$ cat config.mk
export PLATFORM = sky130hd
export DESIGN_NAME = dll_nest_ctrl
export DESIGN_NICKNAME = d
export VERILOG_FILES = /design/src/rtl/dll_nest_pkg.sv /design/src/rtl/dll_step_acc.sv /design/src/rtl/dll_lock_watch.sv /design/src/rtl/dll_nest_ctrl.sv
export SDC_FILE = /design/constraint.sdc
export NUM_CORES = 1
export LEC_CHECK = 0
export CORE_MARGIN = 10
export CORE_UTILIZATION = 36
export CTS_BUF_LIST = sky130_fd_sc_hd__clkbuf_8
export CTS_CLUSTER_DIAMETER = 50
export DETAILED_ROUTE_END_ITERATION = 10
export GPL_TIMING_DRIVEN = 1
export PLACE_DENSITY = 0.58
export SLEW_MARGIN = 40
export SYNTH_ARGS = -nofsm -noshare
export SYNTH_HDL_FRONTEND = slang
export SYNTH_SLANG_ARGS = --single-unit
$ cat constraint.sdc
create_clock -name clk -period 3.5 [get_ports clk]
set_clock_uncertainty 0.2 [all_clocks]
set_input_delay 0.525 -clock clk [delete_from_list [all_inputs] [get_ports clk]]
set_output_delay 0.525 -clock clk [all_outputs]
set_load 0.005 [all_outputs]
$ cat src/rtl/dll_nest_pkg.sv
package dll_nest_pkg;

  // True when two codes differ by at most one step.
  function automatic logic within_one(int a, int b);
    return ((a - b) <= 1) && ((b - a) <= 1);
  endfunction

endpackage

$ cat src/rtl/dll_step_acc.sv
module dll_step_acc #(
  parameter int ACC_W  = 8,
  parameter int CODE_W = 5
) (
  input  logic              clk,
  input  logic              rst,
  input  logic              park,
  input  logic              step,
  input  logic              early,
  output logic [CODE_W-1:0] code,
  output logic [CODE_W-1:0] code_nxt
);

  localparam logic [ACC_W-1:0] ACC_MID = ACC_W'(1) << (ACC_W - 1);
  localparam logic [ACC_W-1:0] ACC_TOP = '1;

  function automatic logic [ACC_W-1:0] sat_move(logic [ACC_W-1:0] v, logic up);
    if (up) return (v == ACC_TOP) ? v : v + 1'b1;
    else    return (v == '0)      ? v : v - 1'b1;
  endfunction

  logic [ACC_W-1:0] acc_q;
  logic [ACC_W-1:0] acc_move;
  logic             hit_rail;

  assign acc_move = sat_move(acc_q, early);
  assign hit_rail = early ? (acc_q == ACC_TOP) : (acc_q == '0);
  assign code     = acc_q[ACC_W-1 -: CODE_W];
  assign code_nxt = step ? acc_move[ACC_W-1 -: CODE_W] : code;

  always_ff @(posedge clk) begin
    if (rst || park)  acc_q <= ACC_MID;
    else if (step)    acc_q <= acc_move;
  end

  assert_rail_hold_R3: assert property (@(posedge clk) disable iff (rst)
    (step && !park && hit_rail) |=> $stable(acc_q));

  assert_step_up_R2: assert property (@(posedge clk) disable iff (rst)
    (step && !park && !hit_rail && early) |=> (acc_q == $past(acc_q) + 1'b1));

  assert_step_down_R2: assert property (@(posedge clk) disable iff (rst)
    (step && !park && !hit_rail && !early) |=> (acc_q == $past(acc_q) - 1'b1));

  assert_park_mid_R6: assert property (@(posedge clk) disable iff (rst)
    park |=> (acc_q == ACC_MID));

endmodule

$ cat src/rtl/dll_lock_watch.sv
module dll_lock_watch #(
  parameter int CODE_W   = 5,
  parameter int LOCK_CNT = 16
) (
  input  logic              clk,
  input  logic              rst,
  input  logic              clear,
  input  logic              step,
  input  logic [CODE_W-1:0] code_nxt,
  input  logic [CODE_W-1:0] reload,
  output logic              locked
);

  localparam int              CNT_W    = $clog2(LOCK_CNT + 1);
  localparam logic [CNT_W-1:0] CNT_FULL = CNT_W'(LOCK_CNT);
  localparam logic [CODE_W-1:0] REF_MID = CODE_W'(1) << (CODE_W - 1);

  logic [CODE_W-1:0] ref_q;
  logic [CNT_W-1:0]  run_q;
  logic              in_band;
  logic              slip;

  assign in_band = dll_nest_pkg::within_one(int'(code_nxt), int'(ref_q));
  assign slip    = step && !in_band;
  assign locked  = (run_q == CNT_FULL);

  always_ff @(posedge clk) begin
    if (rst) begin
      ref_q <= REF_MID;
      run_q <= '0;
    end else if (clear) begin
      ref_q <= reload;
      run_q <= '0;
    end else if (step) begin
      if (in_band) begin
        run_q <= (run_q == CNT_FULL) ? run_q : run_q + 1'b1;
      end else begin
        ref_q <= code_nxt;
        run_q <= '0;
      end
    end
  end

  assert_slip_unlocks_R5: assert property (@(posedge clk) disable iff (rst)
    (slip && !clear) |=> !locked);

  assert_lock_on_strobe_R5: assert property (@(posedge clk) disable iff (rst)
    $rose(locked) |-> $past(step));

  assert_clear_unlocks_R4: assert property (@(posedge clk) disable iff (rst)
    clear |=> !locked);

endmodule

$ cat src/rtl/dll_nest_ctrl.sv
module dll_nest_ctrl #(
  parameter int ACC_W    = 8,
  parameter int CODE_W   = 5,
  parameter int LOCK_CNT = 16
) (
  input  logic              clk,
  input  logic              rst,
  input  logic              en,
  input  logic              mid_vld,
  input  logic              mid_early,
  input  logic              fine_vld,
  input  logic              fine_early,
  output logic [CODE_W-1:0] mid_code,
  output logic [CODE_W-1:0] fine_code,
  output logic              mid_lock,
  output logic              fine_lock,
  output logic              lock
);

  localparam logic [CODE_W-1:0] MID_CODE = CODE_W'(1) << (CODE_W - 1);

  // Named loop events
  logic              mid_step;
  logic              mid_clear;
  logic              fine_step;
  logic              fine_park;
  logic              fine_clear;
  logic [CODE_W-1:0] mid_code_nxt;
  logic [CODE_W-1:0] fine_code_nxt;
  logic [CODE_W-1:0] fine_reload;

  assign mid_step    = en && mid_vld;
  assign mid_clear   = !en;
  assign fine_park   = !mid_lock;
  assign fine_step   = en && fine_vld && mid_lock;
  assign fine_clear  = !en || !mid_lock;
  assign fine_reload = mid_lock ? fine_code : MID_CODE;

  dll_step_acc #(.ACC_W(ACC_W), .CODE_W(CODE_W)) u_mid_acc (
    .clk(clk), .rst(rst), .park(1'b0), .step(mid_step), .early(mid_early),
    .code(mid_code), .code_nxt(mid_code_nxt)
  );

  dll_lock_watch #(.CODE_W(CODE_W), .LOCK_CNT(LOCK_CNT)) u_mid_watch (
    .clk(clk), .rst(rst), .clear(mid_clear), .step(mid_step),
    .code_nxt(mid_code_nxt), .reload(mid_code), .locked(mid_lock)
  );

  dll_step_acc #(.ACC_W(ACC_W), .CODE_W(CODE_W)) u_fine_acc (
    .clk(clk), .rst(rst), .park(fine_park), .step(fine_step), .early(fine_early),
    .code(fine_code), .code_nxt(fine_code_nxt)
  );

  dll_lock_watch #(.CODE_W(CODE_W), .LOCK_CNT(LOCK_CNT)) u_fine_watch (
    .clk(clk), .rst(rst), .clear(fine_clear), .step(fine_step),
    .code_nxt(fine_code_nxt), .reload(fine_reload), .locked(fine_lock)
  );

  assign lock = mid_lock && fine_lock;

  assert_fine_park_R8: assert property (@(posedge clk) disable iff (rst)
    !mid_lock |=> (fine_code == MID_CODE && !fine_lock));

  assert_en_freeze_R4: assert property (@(posedge clk) disable iff (rst)
    !en |=> $stable(mid_code));

  assert_fine_idle_R6: assert property (@(posedge clk) disable iff (rst)
    (!mid_lock && !$past(mid_lock)) |-> (fine_code == MID_CODE));

endmodule

==> results.toml, run 1 <==
[sta]
max_slew.worst_pin.slew_ns = 0.365
rsz0062_at_grt = "yes"
period_share = 1.04
maxSlewViolCount = 0
min_period_ns = 3.65
finalHoldViolCount = 0
clock.fmax_ghz = 0.274
worst_slack_ns = -0.147
slew-limit-headroom = 0.757
finalSetupViolations = 10

[layout]
instances_no_fill = 639
layout_commonest_cell = "buf_4"
area_growth_pct = 46.5
multi_input_area_um2 = 2500
layout-drive-gt1-share = 0.416
seq_area_um2 = 742
final_nets = 571
fill_cells = 815
final_cell_mix = "buf_4 (118), nand2_1 (37), nor2_1 (35), inv_1 (33), dfxtp_1 (29)"
n_antenna_cell = 0

[routing]
vias = 3274
drtPass1Iterations = 4
drc = 0
wire_per_inst_um = 14.0
wirelength_um = 8950
ant_nets = 0
drt-initial-drc-count = 115
vias_per_cell = 5.12

[synthesis]
synth.distinct_cells = 66
yosysSeqAreaShare = 0.222
synthAdderAreaFrac = 0.141
synth_edf_count = 0
yosys_most_used_dff = "dfxtp_1"
synth-xor-area-share = 0.0595
synth_seq_cells = 36
synth_top_family_by_area = "simple AND/OR/NAND/NOR gates"
yosysWarnings = 0
synth-simple-area-share = 0.229
netlist_instances = 413
async_flop_share = 0
avgSynthCellArea_um2 = 7.84
yosys-mux-area-fraction = 0.0267
synth_area_um2 = 3240
synth_compound_area_frac = 0.212
syn-num-nets = 454

[floorplanning]
fp.dieW_um = 115
die_h_um = 115
die_area_um2 = 13200
io_pins = 20
coreArea_um2 = 8720
initial_core_util = 0.371
num_rows = 34

[placed_design]
dpl.hpwl_um = 6840
place_congestion = 0.860
io_buffers = 19
placed_cells = 612

[clock_tree]
cts_tree = "yes"
clkTransAtPathRegs_ns = 0.08
cts_root_buf = "clkbuf_8"
cts_sinks = 36
clkLatencyLatePin_ns = 0.30
cts_hold_buf = 0
cts_inserted_buffers = 5
cts_buffer_depth = 2
h-tree-depth = 2

[hold_path]
min_path_cells = 2
hp-class = "flop to flop"
holdPathEnd = "u_mid_watch.ref_q[4]"
min-delay-start = "u_mid_watch.ref_q[4]"

[worst_setup_path]
crit_type = "flop to flop"
r2r-start = "u_fine_acc.acc_q[1]"
cp_max_fo = 6
critPathLaunchType = "flop"
startpoint = "u_fine_acc.acc_q[1]"
reg2regPathDepth = 16
r2r-end = "u_fine_watch.ref_q[3]"
worstPathArrival_ns = 3.64
end_kind = "flop"
crit_required_ns = 3.49
r2r_setup_slack_ns = -0.15

[power]
design_power_total_mw = 1.64
ir_drop_uv = 253
power.leakage_nw = 2.09
power_density_nw_per_um2 = 345

[status]
violations = "negative setup slack"
status = "complete, but fails checks"

[global_route]
grt_max_degree = 18
grt_pass1_vias = 3173
track_usage = 0.132
gr-total-overflow = 0
grt_antenna_before_repair = 0
grt_pass1_wl_um = 14700

[flow_run]
max_cap_viol_count = 0
-- kinds of logic (layout without fill, tap and decap cells) --
| group | Yosys count | count (layout) |
|---|---|---|
| simple gates | 143 | 143 |
| compound gates | 100 | 100 |
| buf+inv | 70 | 188 |
| flops | 36 | 36 |
| fa+ha+maj | 34 | 34 |
| xor+xnor | 22 | 22 |
| mux | 8 | 8 |
-- power breakdown --
part,switching [mW],internal (mW)
Sequential,0.0295,0.438
Clock,0.164,0.139
Combinational,0.426,0.441
Total,0.619,1.02
-- sequential cells by signal, summed over array words and instances (netlist names) --
register,count
u_fine_acc.acc_q,8
u_fine_watch.ref_q,5
u_fine_watch.run_q,5
u_mid_acc.acc_q,8
u_mid_watch.ref_q,5
u_mid_watch.run_q,5
-- how the worst max path moves through the flow --
stage,end,slack (ns),depth (start not counted)
finish,u_fine_watch.ref_q[3],-0.15,16
global route,u_fine_watch.ref_q[3],-0.26,17
CTS,u_fine_watch.ref_q[3],-0.16,16
detailed placement,u_fine_watch.run_q[4],-0.74,15
global placement,u_fine_watch.ref_q[2],-0.67,14
floorplan,u_fine_watch.ref_q[0],-0.01,13
-- cell usage after synthesis, drive strengths merged (2+ instances only) --
cell type | n | area, µm²
dfxtp | 36 | 721
o22a | 4 | 35.0
nand4 | 11 | 75.1
a211oi | 3 | 27.5
and3 | 6 | 37.5
nor2b | 2 | 12.5
a22oi | 2 | 28.8
a21o | 7 | 52.6
nor3b | 3 | 22.5
o22ai | 7 | 43.8
nor2 | 41 | 156
inv | 38 | 143
nor3 | 13 | 65.1
nand3 | 11 | 55.1
nand2b | 5 | 31.3
nor4b | 2 | 23.8
fa | 4 | 80.1
mux2i | 3 | 30.0
a31oi | 7 | 43.8
a31o | 2 | 17.5
clkbuf | 6 | 23.8
ha | 30 | 375
xor2 | 12 | 105
nor4 | 3 | 33.8
a221oi | 3 | 32.5
a32oi | 2 | 17.5
buf | 26 | 188
mux2 | 5 | 56.3
a21oi | 25 | 136
a21boi | 3 | 22.5
nand2 | 37 | 139
o21ai | 22 | 114
xnor2 | 10 | 87.6
or4 | 2 | 22.5
and2 | 3 | 18.8
-- cell type report --
class | instances | area share
Clock inverter | 3 | 0.00395
Multi-Input combinational cell | 307 | 0.527
Inverter | 38 | 0.0300
Timing Repair Buffer | 142 | 0.240
Tap cell | 108 | 0.0285
Sequential cell | 36 | 0.156
Clock buffer | 5 | 0.0145
-- layer usage --
metal	GRT usage	up-vias	routed length, µm
li1	-	1659	-
met1	0.155	1538	3950
met2	0.236	68	4510
met3	0.0318	9	385
met4	0.0297	0	106
met5	0	-	0
-- through the flow --
| step | hold slack [ns] | setup TNS (ns) | util | setup WS (ns) | cell area (µm²) |
|---|---|---|---|---|---|
| finish | 0.320 | -1.27 | 0.544 | -0.147 | 4750 |
| global route | 0.350 | -3.58 | 0.544 | -0.263 | 4750 |
| CTS | 0.317 | -1.40 | 0.518 | -0.164 | 4520 |
| detailed placement | 0.299 | -12.12 | 0.486 | -0.741 | 4240 |
| global placement | 0.282 | -10.88 | 0.486 | -0.669 | 4240 |
| floorplan | 0.266 | -0.0677 | - | -0.0135 | 3350 |
-- what timing repair did --
item / in CTS / in global routing
resized for setup: 34 / 45
endpoints found under the setup margin: 20 / 20
setup buffers: 11 / 9
cloned: 0 / 0
pin swaps: 20 / 40
-- worst max-delay path, cell delays in order, from the launching register on --
cell	delay (ns)
dfxtp_4	0.37
ha_4	0.17
nand4_4	0.10
o21ai_4	0.06
or4_4	0.43
a21o_1	0.22
a22oi_4	0.19
inv_2	0.06
ha_4	0.16
fa_2	0.37
o21ai_2	0.13
xor2_1	0.21
nor3_2	0.08
o22ai_2	0.25
a21oi_4	0.10
buf_12	0.15
mux2_4	0.29
Note: power is estimated with default switching activity, not from simulation.
==> run 2, diff against run 1 <==
- REMOVE_ABC_BUFFERS: unset -> 1
==> results.toml, run 2 (synthesized netlist as in run 1, its figures left out) <==
[floorplanning]
coreArea_um2 = 8720
io_pins = 20
die_area_um2 = 13200
die_h_um = 115
fp.dieW_um = 115
num_rows = 34
initial_core_util = 0.371

[worst_setup_path]
reg2regPathDepth = 16
crit_slowest_cell = "or4_4"
crit_required_ns = 3.49
crit_type = "flop to flop"
crit_top_cell = "a21oi_2"
crit_buf_inv = 1
worstPathArrival_ns = 3.58
r2r-end = "u_fine_watch.ref_q[3]"
r2r_setup_slack_ns = -0.09
cpLargestDelayFamily = "simple AND/OR/NAND/NOR gates"
r2r-start = "u_fine_acc.acc_q[0]"
path_cells = "ha_4 -> nand4_4 -> o21ai_2 -> or4_4 -> a21o_1 -> a22oi_4 -> ha_2 -> fa_1 -> nand2b_1 -> a21oi_2 -> xor2_1 -> nor3_2 -> o22ai_2 -> a21oi_2 -> buf_4 -> mux2_2"
critPathLaunchType = "flop"
cp_max_fo = 4
slowest_delay_ns = 0.43
end_kind = "flop"

[hold_path]
holdPathEnd = "u_mid_watch.ref_q[3]"
min-delay-start = "u_mid_watch.ref_q[3]"
hp-class = "flop to flop"
min_path_cells = 1

[clock_tree]
cts_sinks = 36
cts_tree = "yes"
cts_hold_buf = 0
clkLatencyLatePin_ns = 0.29
cts_inserted_buffers = 5
cts_root_buf = "clkbuf_8"
cts_buffer_depth = 2
h-tree-depth = 2
clkTransAtPathRegs_ns = 0.08

[sta]
finalHoldViolCount = 0
rsz0062_at_grt = "yes"
finalSetupViolations = 6
clock.fmax_ghz = 0.279
min_period_ns = 3.59
maxSlewViolCount = 0
worst_slack_ns = -0.0879
whs_ns = 0.312
slew-limit-headroom = 0.736
max_slew.worst_pin.slew_ns = 0.396
period_share = 1.03

[placed_design]
pre_cts_slack_ns = -0.805
placed_cells = 613
place_congestion = 0.932
io_buffers = 19
dpl.hpwl_um = 6770

[layout]
layout_commonest_cell = "buf_4"
fin_util = 0.531
area_growth_pct = 42.8
final_cell_mix = "buf_4 (112), nor2_1 (36), nand2_1 (34), inv_1 (33), dfxtp_1 (27)"
n_antenna_cell = 0
fill_cells = 818
layout-drive-gt1-share = 0.403
instances_no_fill = 632
top_regs = "u_fine_acc.acc_q x8, u_mid_acc.acc_q x8"
final_nets = 564

[routing]
drt-initial-drc-count = 126
ant_nets = 0
vias = 3271
drc = 0
drtPass1Iterations = 4
wirelength_um = 8900
wire_per_inst_um = 14.1
vias_per_cell = 5.18

[global_route]
gr-total-overflow = 0
grt_antenna_before_repair = 0
grt_pass1_vias = 3285
grt_pass1_wl_um = 14700
track_usage = 0.133
grt_max_degree = 18

[power]
power_density_nw_per_um2 = 340
ir_drop_uv = 370
power.leakage_nw = 2.03

[flow_run]
max_cap_viol_count = 0

[status]
violations = "negative setup slack"
status = "complete, but fails checks"
## run 2: cell count changes in the layout (fill, tap and decap cells not counted), moves of 4 or more
| cell | change |
|---|---|
| nor3_1 | +4 |
| mux2_4 | -5 |
| nor3_2 | -4 |
| dfxtp_2 | +5 |
| buf_4 | -6 |
| mux2_2 | +5 |
## run 2: worst max path at each step
stage	from	endpoint	slack, ns	cells past startpoint
2_1_floorplan	u_fine_acc.acc_q[0]	u_fine_watch.ref_q[0]	-0.31	15
3_3_place_gp	fine_early	u_fine_watch.ref_q[2]	-0.68	14
3_5_place_dp	fine_early	u_fine_watch.ref_q[3]	-0.81	14
4_1_cts	u_fine_acc.acc_q[0]	u_fine_watch.ref_q[3]	-0.07	15
5_1_grt	u_fine_acc.acc_q[0]	u_fine_watch.ref_q[3]	-0.27	16
6_report	u_fine_acc.acc_q[0]	u_fine_watch.ref_q[3]	-0.09	16
## run 2: area by class of cell
class	instances	area, µm²	area share
Tap cell	108	135	0.0292
Clock buffer	5	68.8	0.0149
Clock inverter	3	23.8	0.00514
Sequential cell	36	737	0.159
Multi-Input combinational cell	307	2440	0.528
Inverter	38	143	0.0308
Timing Repair Buffer	135	1070	0.232
## run 2: repair_timing
action	4_1_cts	5_1_grt
setup buffers	7	4
endpoints found under the setup margin	20	20
pin swaps	22	13
resized for setup	54	40
## run 2: routing by layer
metal	routed length (µm)	part of all wire	global-route usage
met1	3810	0.43	0.151
met2	4650	0.52	0.240
met3	350	0.039	0.0250
met5	0	0	0
met4	81	0.0091	0.0479
## run 2: metrics by stage
stage	area, µm²	total power, mW	TNS (ns)
after floorplan	3030	0.872	-2.13
after global placement	4140	1.13	-10.45
after detailed placement	4140	1.14	-12.09
after CTS	4460	1.50	-0.294
after global routing	4630	1.68	-2.88
final	4630	1.57	-0.391
## run 2: power by group
part / leakage [nW] / internal [mW] / switching (mW)
clock: 0.0404 / 0.141 / 0.164
combinational: 1.70 / 0.410 / 0.390
sequential: 0.295 / 0.438 / 0.0297
total: 2.03 / 0.989 / 0.584
